--- config.mk ---
export PLATFORM = sky130hd
export DESIGN_NAME = rx_ring_engine
export DESIGN_NICKNAME = d
export VERILOG_FILES = /design/src/rtl/rx_ring_pkg.sv /design/src/rtl/rx_ring_index.sv /design/src/rtl/rx_byte_packer.sv /design/src/rtl/rx_desc_check.sv /design/src/rtl/rx_ring_engine.sv
export SDC_FILE = /design/constraint.sdc
export NUM_CORES = 1
export LEC_CHECK = 0
export BUFFER_PORTS_ARGS = -buffer_cell sky130_fd_sc_hd__buf_2
export CAP_MARGIN = 20
export CORE_ASPECT_RATIO = 1.25
export CORE_MARGIN = 5
export CORE_UTILIZATION = 65
export DETAILED_ROUTE_END_ITERATION = 8
export GPL_TIMING_DRIVEN = 0
export PLACE_DENSITY_LB_ADDON = 0.2
export SKIP_LAST_GASP = 1
export SLEW_MARGIN = 5
export SYNTH_ARGS = -nofsm -noshare
export SYNTH_HDL_FRONTEND = slang
export SYNTH_HIERARCHICAL = 1
export SYNTH_SLANG_ARGS = --single-unit
--- constraint.sdc ---
create_clock -name clk_i -period 7.29 [get_ports clk_i]
set_input_delay 0 -clock clk_i [delete_from_list [all_inputs] [get_ports clk_i]]
set_output_delay 0 -clock clk_i [all_outputs]
set_load 0.02 [all_outputs]
--- src/rtl/rx_ring_pkg.sv ---
package rx_ring_pkg;
  localparam int unsigned ADDR_W  = 24;
  localparam int unsigned BLEN_W  = 13;
  localparam int unsigned MIN_BUF = 12;
  localparam int unsigned MAX_BUF = 1900;
  localparam int unsigned LEN_PAD = 4;
  localparam int unsigned OWN_B   = 15;
  localparam int unsigned STP_B   = 9;
  localparam int unsigned ENP_B   = 8;

  typedef enum logic [2:0] {
    S_IDLE, S_FETCH, S_SETTLE, S_EVAL, S_FILL, S_FLUSH, S_WB, S_HALT
  } rx_state_e;
endpackage

--- src/rtl/rx_ring_index.sv ---
module rx_ring_index #(
  parameter int unsigned CODE_W = 3,
  localparam int unsigned IDX_W = (1 << CODE_W) - 1
) (
  input  logic              clk_i,
  input  logic              rst_ni,
  input  logic              adv_i,
  input  logic [CODE_W-1:0] code_i,
  output logic [IDX_W+2:0]  desc_off_o
);
  logic [IDX_W-1:0] idx_q, mask;

  always_comb begin
    for (int b = 0; b < IDX_W; b++) mask[b] = (b < int'(code_i));
  end

  always_ff @(posedge clk_i or negedge rst_ni) begin
    if (!rst_ni)    idx_q <= '0;
    else if (adv_i) idx_q <= (idx_q + 1'b1) & mask;
  end

  assign desc_off_o = {idx_q, 3'b000};
endmodule

--- src/rtl/rx_byte_packer.sv ---
module rx_byte_packer
  import rx_ring_pkg::*;
(
  input  logic              clk_i,
  input  logic              rst_ni,
  input  logic              push_i,
  input  logic [7:0]        byte_i,
  input  logic [ADDR_W-1:0] addr_i,
  input  logic              flush_i,
  output logic              wr_v_o,
  output logic [ADDR_W-1:0] wr_addr_o,
  output logic [15:0]       wr_data_o,
  output logic [1:0]        wr_be_o
);
  logic       pend_v_q;
  logic [7:0] pend_b_q;

  always_ff @(posedge clk_i or negedge rst_ni) begin
    if (!rst_ni) begin
      wr_v_o    <= 1'b0;
      wr_addr_o <= '0;
      wr_data_o <= '0;
      wr_be_o   <= '0;
      pend_v_q  <= 1'b0;
      pend_b_q  <= '0;
    end else begin
      wr_v_o <= 1'b0;
      if (push_i) begin
        if (addr_i[0]) begin
          // odd lane closes the word, pairing with a held even byte if any
          wr_v_o    <= 1'b1;
          wr_addr_o <= {addr_i[ADDR_W-1:1], 1'b0};
          wr_data_o <= {byte_i, pend_b_q};
          wr_be_o   <= {1'b1, pend_v_q};
          pend_v_q  <= 1'b0;
        end else if (flush_i) begin
          wr_v_o    <= 1'b1;
          wr_addr_o <= addr_i;
          wr_data_o <= {8'h00, byte_i};
          wr_be_o   <= 2'b01;
          pend_v_q  <= 1'b0;
        end else begin
          pend_v_q  <= 1'b1;
          pend_b_q  <= byte_i;
        end
      end
    end
  end
endmodule

--- src/rtl/rx_desc_check.sv ---
module rx_desc_check
  import rx_ring_pkg::*;
(
  input  logic [15:0]       w0_i,
  input  logic [7:0]        addr_hi_i,
  input  logic              own_i,
  input  logic [15:0]       w2_i,
  output logic [ADDR_W-1:0] buf_addr_o,
  output logic [BLEN_W-1:0] buf_len_o,
  output logic              usable_o,
  output logic              len_ok_o
);
  assign buf_addr_o = {addr_hi_i, w0_i};
  assign buf_len_o  = BLEN_W'(4096) - {1'b0, w2_i[11:0]};
  assign usable_o   = own_i && (w2_i[15:12] == 4'hF);
  assign len_ok_o   = (buf_len_o >= BLEN_W'(MIN_BUF)) && (buf_len_o <= BLEN_W'(MAX_BUF));
endmodule

--- src/rtl/rx_ring_engine.sv ---
module rx_ring_engine
  import rx_ring_pkg::*;
#(
  parameter int unsigned CODE_W = 3,
  parameter int unsigned LEN_W  = 12
) (
  input  logic              clk_i,
  input  logic              rst_ni,
  input  logic              rx_on_i,
  input  logic [ADDR_W-1:0] ring_base_i,
  input  logic [CODE_W-1:0] ring_code_i,
  input  logic              s_valid_i,
  input  logic [7:0]        s_data_i,
  input  logic              s_last_i,
  output logic              s_ready_o,
  output logic              mem_req_o,
  output logic              mem_we_o,
  output logic [ADDR_W-1:0] mem_addr_o,
  output logic [15:0]       mem_wdata_o,
  output logic [1:0]        mem_be_o,
  input  logic [15:0]       mem_rdata_i,
  output logic              rint_o
);
  localparam int unsigned IDX_W = (1 << CODE_W) - 1;

  rx_state_e         state_q;
  logic [1:0]        word_q, rd_k_q;
  logic              rd_v_q;
  logic [15:0]       dw_q [4];
  logic [ADDR_W-1:0] buf_addr_q;
  logic [BLEN_W-1:0] rem_q;
  logic [LEN_W-1:0]  pkt_len_q;
  logic              first_q, ended_q, rint_q;

  logic [IDX_W+2:0]  desc_off;
  logic [ADDR_W-1:0] desc_base, fsm_addr, dc_addr;
  logic [BLEN_W-1:0] dc_len;
  logic              dc_usable, dc_len_ok;
  logic              accept, buf_end, idx_adv, fsm_req, halt_s;
  logic              pk_wr_v;
  logic [ADDR_W-1:0] pk_addr;
  logic [15:0]       pk_data, wb_data;
  logic [1:0]        pk_be;

  rx_ring_index #(.CODE_W(CODE_W)) u_idx (
    .clk_i, .rst_ni, .adv_i(idx_adv), .code_i(ring_code_i), .desc_off_o(desc_off)
  );

  rx_desc_check u_chk_desc (
    .w0_i(dw_q[0]), .addr_hi_i(dw_q[1][7:0]), .own_i(dw_q[1][OWN_B]), .w2_i(dw_q[2]),
    .buf_addr_o(dc_addr), .buf_len_o(dc_len), .usable_o(dc_usable), .len_ok_o(dc_len_ok)
  );

  rx_byte_packer u_pack (
    .clk_i, .rst_ni, .push_i(accept), .byte_i(s_data_i), .addr_i(buf_addr_q),
    .flush_i(buf_end), .wr_v_o(pk_wr_v), .wr_addr_o(pk_addr), .wr_data_o(pk_data),
    .wr_be_o(pk_be)
  );

  assign desc_base = ring_base_i + ADDR_W'(desc_off);
  assign fsm_addr  = desc_base + ADDR_W'({word_q, 1'b0});
  assign s_ready_o = (state_q == S_FILL) && rx_on_i;
  assign accept    = s_ready_o && s_valid_i;
  assign buf_end   = s_last_i || (rem_q == BLEN_W'(1));
  assign fsm_req   = (state_q == S_FETCH) || (state_q == S_WB);
  assign idx_adv   = (state_q == S_WB) && (word_q == 2'd3);
  assign halt_s    = (state_q == S_HALT);
  assign rint_o    = rint_q;

  always_comb begin
    unique case (word_q)
      2'd1:    wb_data = {1'b0, dw_q[1][14:10], first_q, ended_q, dw_q[1][7:0]};
      2'd2:    wb_data = dw_q[2];
      2'd3:    wb_data = ended_q ? {dw_q[3][15:12], pkt_len_q + LEN_W'(LEN_PAD)} : dw_q[3];
      default: wb_data = '0;
    endcase
  end

  // packer writes and descriptor traffic never overlap: FSM is in FILL/FLUSH when packer writes
  assign mem_req_o   = pk_wr_v || fsm_req;
  assign mem_we_o    = pk_wr_v || (state_q == S_WB);
  assign mem_addr_o  = pk_wr_v ? pk_addr : fsm_addr;
  assign mem_wdata_o = pk_wr_v ? pk_data : wb_data;
  assign mem_be_o    = pk_wr_v ? pk_be : 2'b11;

  always_ff @(posedge clk_i or negedge rst_ni) begin
    if (!rst_ni) begin
      rd_v_q <= 1'b0;
      rd_k_q <= '0;
      for (int k = 0; k < 4; k++) dw_q[k] <= '0;
    end else begin
      rd_v_q <= (state_q == S_FETCH);
      rd_k_q <= word_q;
      if (rd_v_q) dw_q[rd_k_q] <= mem_rdata_i;
    end
  end

  always_ff @(posedge clk_i or negedge rst_ni) begin
    if (!rst_ni) begin
      state_q    <= S_IDLE;
      word_q     <= '0;
      buf_addr_q <= '0;
      rem_q      <= '0;
      pkt_len_q  <= '0;
      first_q    <= 1'b1;
      ended_q    <= 1'b0;
      rint_q     <= 1'b0;
    end else begin
      rint_q <= 1'b0;
      unique case (state_q)
        S_IDLE: if (rx_on_i && (s_valid_i || !first_q)) begin
          state_q <= S_FETCH;
          word_q  <= '0;
        end
        S_FETCH: begin
          word_q <= word_q + 1'b1;
          if (word_q == 2'd3) state_q <= S_SETTLE;
        end
        S_SETTLE: state_q <= S_EVAL;
        S_EVAL: begin
          word_q <= '0;
          if (!dc_usable)      state_q <= rx_on_i ? S_FETCH : S_IDLE;
          else if (!dc_len_ok) state_q <= S_HALT;
          else begin
            state_q    <= S_FILL;
            buf_addr_q <= dc_addr;
            rem_q      <= dc_len;
          end
        end
        S_FILL: if (accept) begin
          buf_addr_q <= buf_addr_q + 1'b1;
          rem_q      <= rem_q - 1'b1;
          pkt_len_q  <= pkt_len_q + 1'b1;
          if (s_last_i) ended_q <= 1'b1;
          if (buf_end)  state_q <= S_FLUSH;
        end
        S_FLUSH: begin
          state_q <= S_WB;
          word_q  <= 2'd1;
        end
        S_WB: begin
          word_q <= word_q + 1'b1;
          if (word_q == 2'd3) begin
            word_q <= '0;
            if (ended_q) begin
              rint_q    <= 1'b1;
              first_q   <= 1'b1;
              ended_q   <= 1'b0;
              pkt_len_q <= '0;
              state_q   <= S_IDLE;
            end else begin
              first_q <= 1'b0;
              state_q <= rx_on_i ? S_FETCH : S_IDLE;
            end
          end
        end
        S_HALT: if (!rx_on_i) state_q <= S_IDLE;
        default: state_q <= S_IDLE;
      endcase
    end
  end
endmodule

==> impl_metrics.prom <==
# TYPE chip_impl_metric gauge
chip_impl_info{name="run_status",value="completed"} 1
chip_impl_metric{name="die_area",unit="mm²"} 0.0189
chip_impl_metric{name="async_reset_ff_frac",unit=""} 1.00
chip_impl_info{name="worstSetupPathType",value="reg2reg"} 1
chip_impl_info{name="cts_tree",value="done"} 1
chip_impl_metric{name="drt_pre_antenna_iters",unit=""} 6
chip_impl_metric{name="design.core.area",unit="mm²"} 0.0161
chip_impl_metric{name="maximum_number_of_pins_on_one_net_before_global_route_repair",unit=""} 108
chip_impl_metric{name="cts_hold_repair.buffers",unit=""} 31
chip_impl_metric{name="layout-area-overhead-vs-synth",unit="%"} 16.2
chip_impl_metric{name="clkSlewWorstSetupHoldPaths",unit="ns"} 0.07
chip_impl_metric{name="critPathArrivalTime",unit="ns"} 4.29
chip_impl_metric{name="worst_pin_slew",unit="ns"} 0.845
chip_impl_metric{name="cp_num_buf_inv",unit=""} 5
chip_impl_metric{name="share_comb_of_total_power",unit=""} 0.420
chip_impl_metric{name="finalSetupViolations",unit=""} 0
chip_impl_metric{name="die_height",unit="µm"} 153
chip_impl_metric{name="avgRoutedWirePerCell",unit="µm"} 20.6
chip_impl_metric{name="floorplan.initialDensity",unit=""} 0.658
chip_impl_metric{name="cts_sinks",unit=""} 180
chip_impl_metric{name="place_area",unit="mm²"} 0.0114
chip_impl_info{name="cpLargestDelayFamily",value="simple AND/OR/NAND/NOR gates"} 1
chip_impl_metric{name="max-cap-violations",unit=""} 0
chip_impl_metric{name="die-width",unit="µm"} 124
chip_impl_metric{name="detail-route-antenna-nets",unit=""} 0
chip_impl_metric{name="max_stage_delay",unit="ns"} 0.55
chip_impl_metric{name="synthesis.area_per_instance",unit="µm²"} 9.81
chip_impl_metric{name="htreeDepth",unit=""} 4
chip_impl_metric{name="number_of_distinct_standard_cells_referenced_by_the_synthesized_netlist",unit=""} 84
chip_impl_metric{name="cts.repair_timing.setup_buffer_count",unit=""} 0
chip_impl_info{name="clock_tree.root_cell",value="sky130_fd_sc_hd__clkbuf_16"} 1
chip_impl_metric{name="fin_total_pwr",unit="W"} 0.00449
chip_impl_metric{name="worstSkewPairLatency",unit="ns"} 0.45
chip_impl_metric{name="synthesis.area",unit="mm²"} 0.0106
chip_impl_metric{name="yosys.area.top_type_share",unit=""} 0.424
chip_impl_metric{name="synth.yosys.seq_area_share",unit=""} 0.426
chip_impl_info{name="worstSetupStartpointType",value="flip-flop"} 1
chip_impl_metric{name="setup_tns",unit="ns"} 0
chip_impl_metric{name="power_frac_clock",unit=""} 0.204
chip_impl_metric{name="clock-skew-final",unit="ns"} 0.00920
chip_impl_metric{name="p_seq_frac",unit=""} 0.377
chip_impl_info{name="ys_top_cells_by_count",value="sky130_fd_sc_hd__dfrtp_1 (179), sky130_fd_sc_hd__nand2_1 (110), sky130_fd_sc_hd__mux2_2 (81), sky130_fd_sc_hd__nor2_1 (76), sky130_fd_sc_hd__o21ai_0 (76)"} 1
chip_impl_metric{name="via_count",unit=""} 9192
chip_impl_info{name="hp-class",value="in2reg"} 1
chip_impl_metric{name="vdd.ir_drop.worst",unit="V"} 0.000226
chip_impl_metric{name="routed_via_density",unit=""} 6.29
chip_impl_metric{name="clockBufferDepth",unit=""} 2
chip_impl_metric{name="initial_antenna_violation_count",unit=""} 0
chip_impl_info{name="synth_top_flop_cell",value="sky130_fd_sc_hd__dfrtp_1"} 1
chip_impl_metric{name="ys_warn_count",unit=""} 6
chip_impl_metric{name="routed_wl",unit="µm"} 30100
chip_impl_info{name="top_count_cell_post_synth",value="sky130_fd_sc_hd__dfrtp_1"} 1
chip_impl_metric{name="antenna_cells",unit=""} 0
chip_impl_metric{name="post_cts_sizing_count",unit=""} 0
chip_impl_metric{name="total_leakage_power",unit="nW"} 5.49
chip_impl_info{name="cpMaxStageDelayCell",value="sky130_fd_sc_hd__a211oi_1"} 1
chip_impl_info{name="worstPathCellList",value="inv_1, ha_1, buf_2, or4b_1, buf_2, or4_4, and2_4, and3_4, a211oi_1, a21oi_1, buf_4, buf_2, o21ai_0, o21ai_1"} 1
chip_impl_metric{name="synth_enable_flop_cells",unit=""} 0
chip_impl_metric{name="final.min_clock_period",unit="ns"} 3.97
chip_impl_metric{name="critPathRequiredTime",unit="ns"} 7.61
chip_impl_metric{name="vias_in_the_first_global_route",unit=""} 9132
chip_impl_metric{name="std_cell_rows",unit=""} 52
chip_impl_info{name="yosys.area.top_type",value="sky130_fd_sc_hd__dfrtp_1"} 1
chip_impl_metric{name="ys_seq_elements",unit=""} 180
chip_impl_metric{name="finish.net_count",unit=""} 1320
chip_impl_metric{name="drt_first_iter_violations",unit=""} 830
chip_impl_metric{name="drv_slew",unit=""} 0
chip_impl_metric{name="boundaryPins",unit=""} 102
chip_impl_metric{name="timing.slew.headroom",unit=""} 0.437
chip_impl_metric{name="p_per_area",unit="mW/mm²"} 365
chip_impl_metric{name="clock.fmax",unit="MHz"} 252
chip_impl_metric{name="finish.instance_area",unit="mm²"} 0.0123
chip_impl_metric{name="power.switching_fraction",unit=""} 0.409
chip_impl_metric{name="gpl.final_weighted_congestion",unit=""} 0.986
chip_impl_metric{name="final_min_period_over_clock_period",unit=""} 0.544
chip_impl_metric{name="switchingPower",unit="W"} 0.00184
chip_impl_metric{name="place.port_buffers",unit=""} 101
chip_impl_metric{name="critical_path_peak_fanout",unit=""} 10
chip_impl_metric{name="reg2reg_setup_slack",unit="ns"} 3.32
chip_impl_metric{name="report.final.hold_viol_count",unit=""} 0
chip_impl_metric{name="grt_first_pass_wirelength",unit="µm"} 47900
chip_impl_metric{name="drive_above_1_share",unit=""} 0.251
chip_impl_metric{name="dp_hpwl",unit="µm"} 21700
chip_impl_metric{name="number_of_clock_buffers_inserted_by_tritoncts",unit=""} 17
chip_impl_metric{name="power_report.internal_total",unit="W"} 0.00265
chip_impl_metric{name="netlist_instances",unit=""} 1078
chip_impl_metric{name="grt-ovfl-total",unit=""} 0
chip_impl_metric{name="drc",unit=""} 0
chip_impl_info{name="synth.area.top_cells",value="sky130_fd_sc_hd__dfrtp_1 (42%), sky130_fd_sc_hd__mux2_2 (8.6%), sky130_fd_sc_hd__nand2_1 (3.9%)"} 1
chip_impl_info{name="worst_setup_path_end_kind",value="flip-flop"} 1
chip_impl_metric{name="grt_use_total",unit=""} 0.325
chip_impl_info{name="worst_path_most_repeated_cell",value="sky130_fd_sc_hd__buf_2"} 1
chip_impl_info{name="unrepaired_setup_endpoints_after_global_routing",value="false"} 1
cell type report:
| class | instances | area, µm² |
|---|---|---|
| multi-input cells | 785 | 5460 |
| flip-flops and latches | 180 | 4510 |
| fillers | 1084 | 3780 |
| repair buffers | 133 | 853 |
| plain buffers | 88 | 509 |
| clock buffers | 17 | 425 |
| well taps | 216 | 270 |
| clock inverters | 15 | 161 |
| inverters | 27 | 104 |
per-stage QoR:
| step | hold WS [ns] | worst slack (ns) | cells | utilization |
|---|---|---|---|---|
| final | 0.0322 | 3.32 | 1461 | 0.765 |
| after global routing | 0.0959 | 3.16 | 1461 | 0.765 |
| after CTS | 0.0175 | 3.40 | 1461 | 0.765 |
| after detailed placement | 0.00942 | 3.45 | 1398 | 0.709 |
| after global placement | 0.248 | 3.38 | 1397 | 0.707 |
| after floorplan | -0.296 | 3.97 | 1080 | - |
state kept, by name (all words and copies together) (netlist names), 2 cells and up:
register	flops
buf_addr_q	24
dw_q	62
pkt_len_q	12
rd_k_q	2
rem_q	13
state_q	3
u_idx/idx_q	7
u_pack/pend_b_q	8
u_pack/wr_addr_o	23
u_pack/wr_be_o	2
u_pack/wr_data_o	16
word_q	2
worst min-delay path: stages:
cell                       delay [ns]
sky130_fd_sc_hd__buf_2           0.15
sky130_fd_sc_hd__a32oi_1         0.20
sky130_fd_sc_hd__a211oi_1        0.09
cell usage in the layout (no fill, tap or decap), types with 6 or more instances in the layout:
| cell type | netlist | routed |
|---|---|---|
| sky130_fd_sc_hd__buf_4 | 32 | 32 |
| sky130_fd_sc_hd__a21oi_1 | 65 | 65 |
| sky130_fd_sc_hd__buf_2 | 17 | 117 |
| sky130_fd_sc_hd__o21ai_0 | 76 | 76 |
| sky130_fd_sc_hd__a211oi_1 | 7 | 7 |
| sky130_fd_sc_hd__inv_1 | 25 | 25 |
| sky130_fd_sc_hd__a22o_1 | 12 | 12 |
| sky130_fd_sc_hd__o22ai_1 | 20 | 20 |
| sky130_fd_sc_hd__dlygate4sd3_1 | 0 | 31 |
| sky130_fd_sc_hd__a31oi_1 | 7 | 7 |
| sky130_fd_sc_hd__and2_1 | 6 | 6 |
| sky130_fd_sc_hd__nor2_1 | 76 | 76 |
| sky130_fd_sc_hd__nor3_1 | 12 | 12 |
| sky130_fd_sc_hd__nand2b_1 | 7 | 7 |
| sky130_fd_sc_hd__and3_1 | 11 | 11 |
| sky130_fd_sc_hd__nor4_1 | 6 | 6 |
| sky130_fd_sc_hd__clkbuf_1 | 29 | 29 |
| sky130_fd_sc_hd__o31ai_1 | 6 | 6 |
| sky130_fd_sc_hd__nand2_1 | 110 | 110 |
| sky130_fd_sc_hd__a222oi_1 | 12 | 12 |
| sky130_fd_sc_hd__mux2_4 | 18 | 18 |
| sky130_fd_sc_hd__o211ai_1 | 7 | 7 |
| sky130_fd_sc_hd__xnor2_1 | 20 | 20 |
| sky130_fd_sc_hd__clkbuf_16 | 0 | 17 |
| sky130_fd_sc_hd__nand4_1 | 13 | 13 |
| sky130_fd_sc_hd__a22oi_1 | 7 | 7 |
| sky130_fd_sc_hd__xor2_1 | 20 | 20 |
| sky130_fd_sc_hd__a21o_1 | 7 | 7 |
| sky130_fd_sc_hd__dfrtp_1 | 179 | 179 |
| sky130_fd_sc_hd__and4_1 | 6 | 6 |
| sky130_fd_sc_hd__nand3_1 | 37 | 37 |
| sky130_fd_sc_hd__ha_1 | 29 | 29 |
| sky130_fd_sc_hd__mux2_2 | 81 | 81 |
| sky130_fd_sc_hd__o32ai_1 | 8 | 8 |
per-layer routing:
layer | GRT usage | share of wire
met1 | 0.401 | 0.38
met2 | 0.546 | 0.50
met3 | 0.0512 | 0.067
met4 | 0.166 | 0.049
met5 | 0 | 0
kinds of logic (layout without fill, tap and decap cells):
logic type	after synthesis	after routing	synth area share
simple gates	323	323	0.152
buf+inv	115	280	0.0580
other cells	2	4	0.000710
xor+xnor	40	40	0.0331
mux	101	101	0.114
compound gates	284	284	0.175
flops	180	180	0.426
fa+ha+maj	33	33	0.0409
power groups by stage:
stage               Combinational (W)  Clock, W  Sequential (W)
floorplan                     0.00138         0         0.00156
global placement              0.00179         0         0.00167
detailed placement            0.00184         0         0.00169
CTS                           0.00187  0.000918         0.00168
global route                  0.00205  0.000961         0.00173
finish                        0.00188  0.000915         0.00169
worst paths after layout:
| path | cells after the start | start | end |
|---|---|---|---|
| max | 14 | dw_q[16]$_DFFE_PN0P_ | rem_q[3]$_DFFE_PN0P_ |
| max reg2reg | 14 | dw_q[16]$_DFFE_PN0P_ | rem_q[3]$_DFFE_PN0P_ |
| min in group asynchronous | 2 | rst_ni | u_idx/idx_q[2]$_DFFE_PN0P_ |
| max in group asynchronous | 3 | rst_ni | buf_addr_q[21]$_DFFE_PN0P_ |
| min reg2reg | 1 | u_pack/pend_v_q$_DFFE_PN0P_ | u_pack/pend_v_q$_DFFE_PN0P_ |
| min | 3 | rx_on_i | state_q[0]$_DFFE_PN0P_ |
Note: power is estimated with default switching activity, not from simulation.
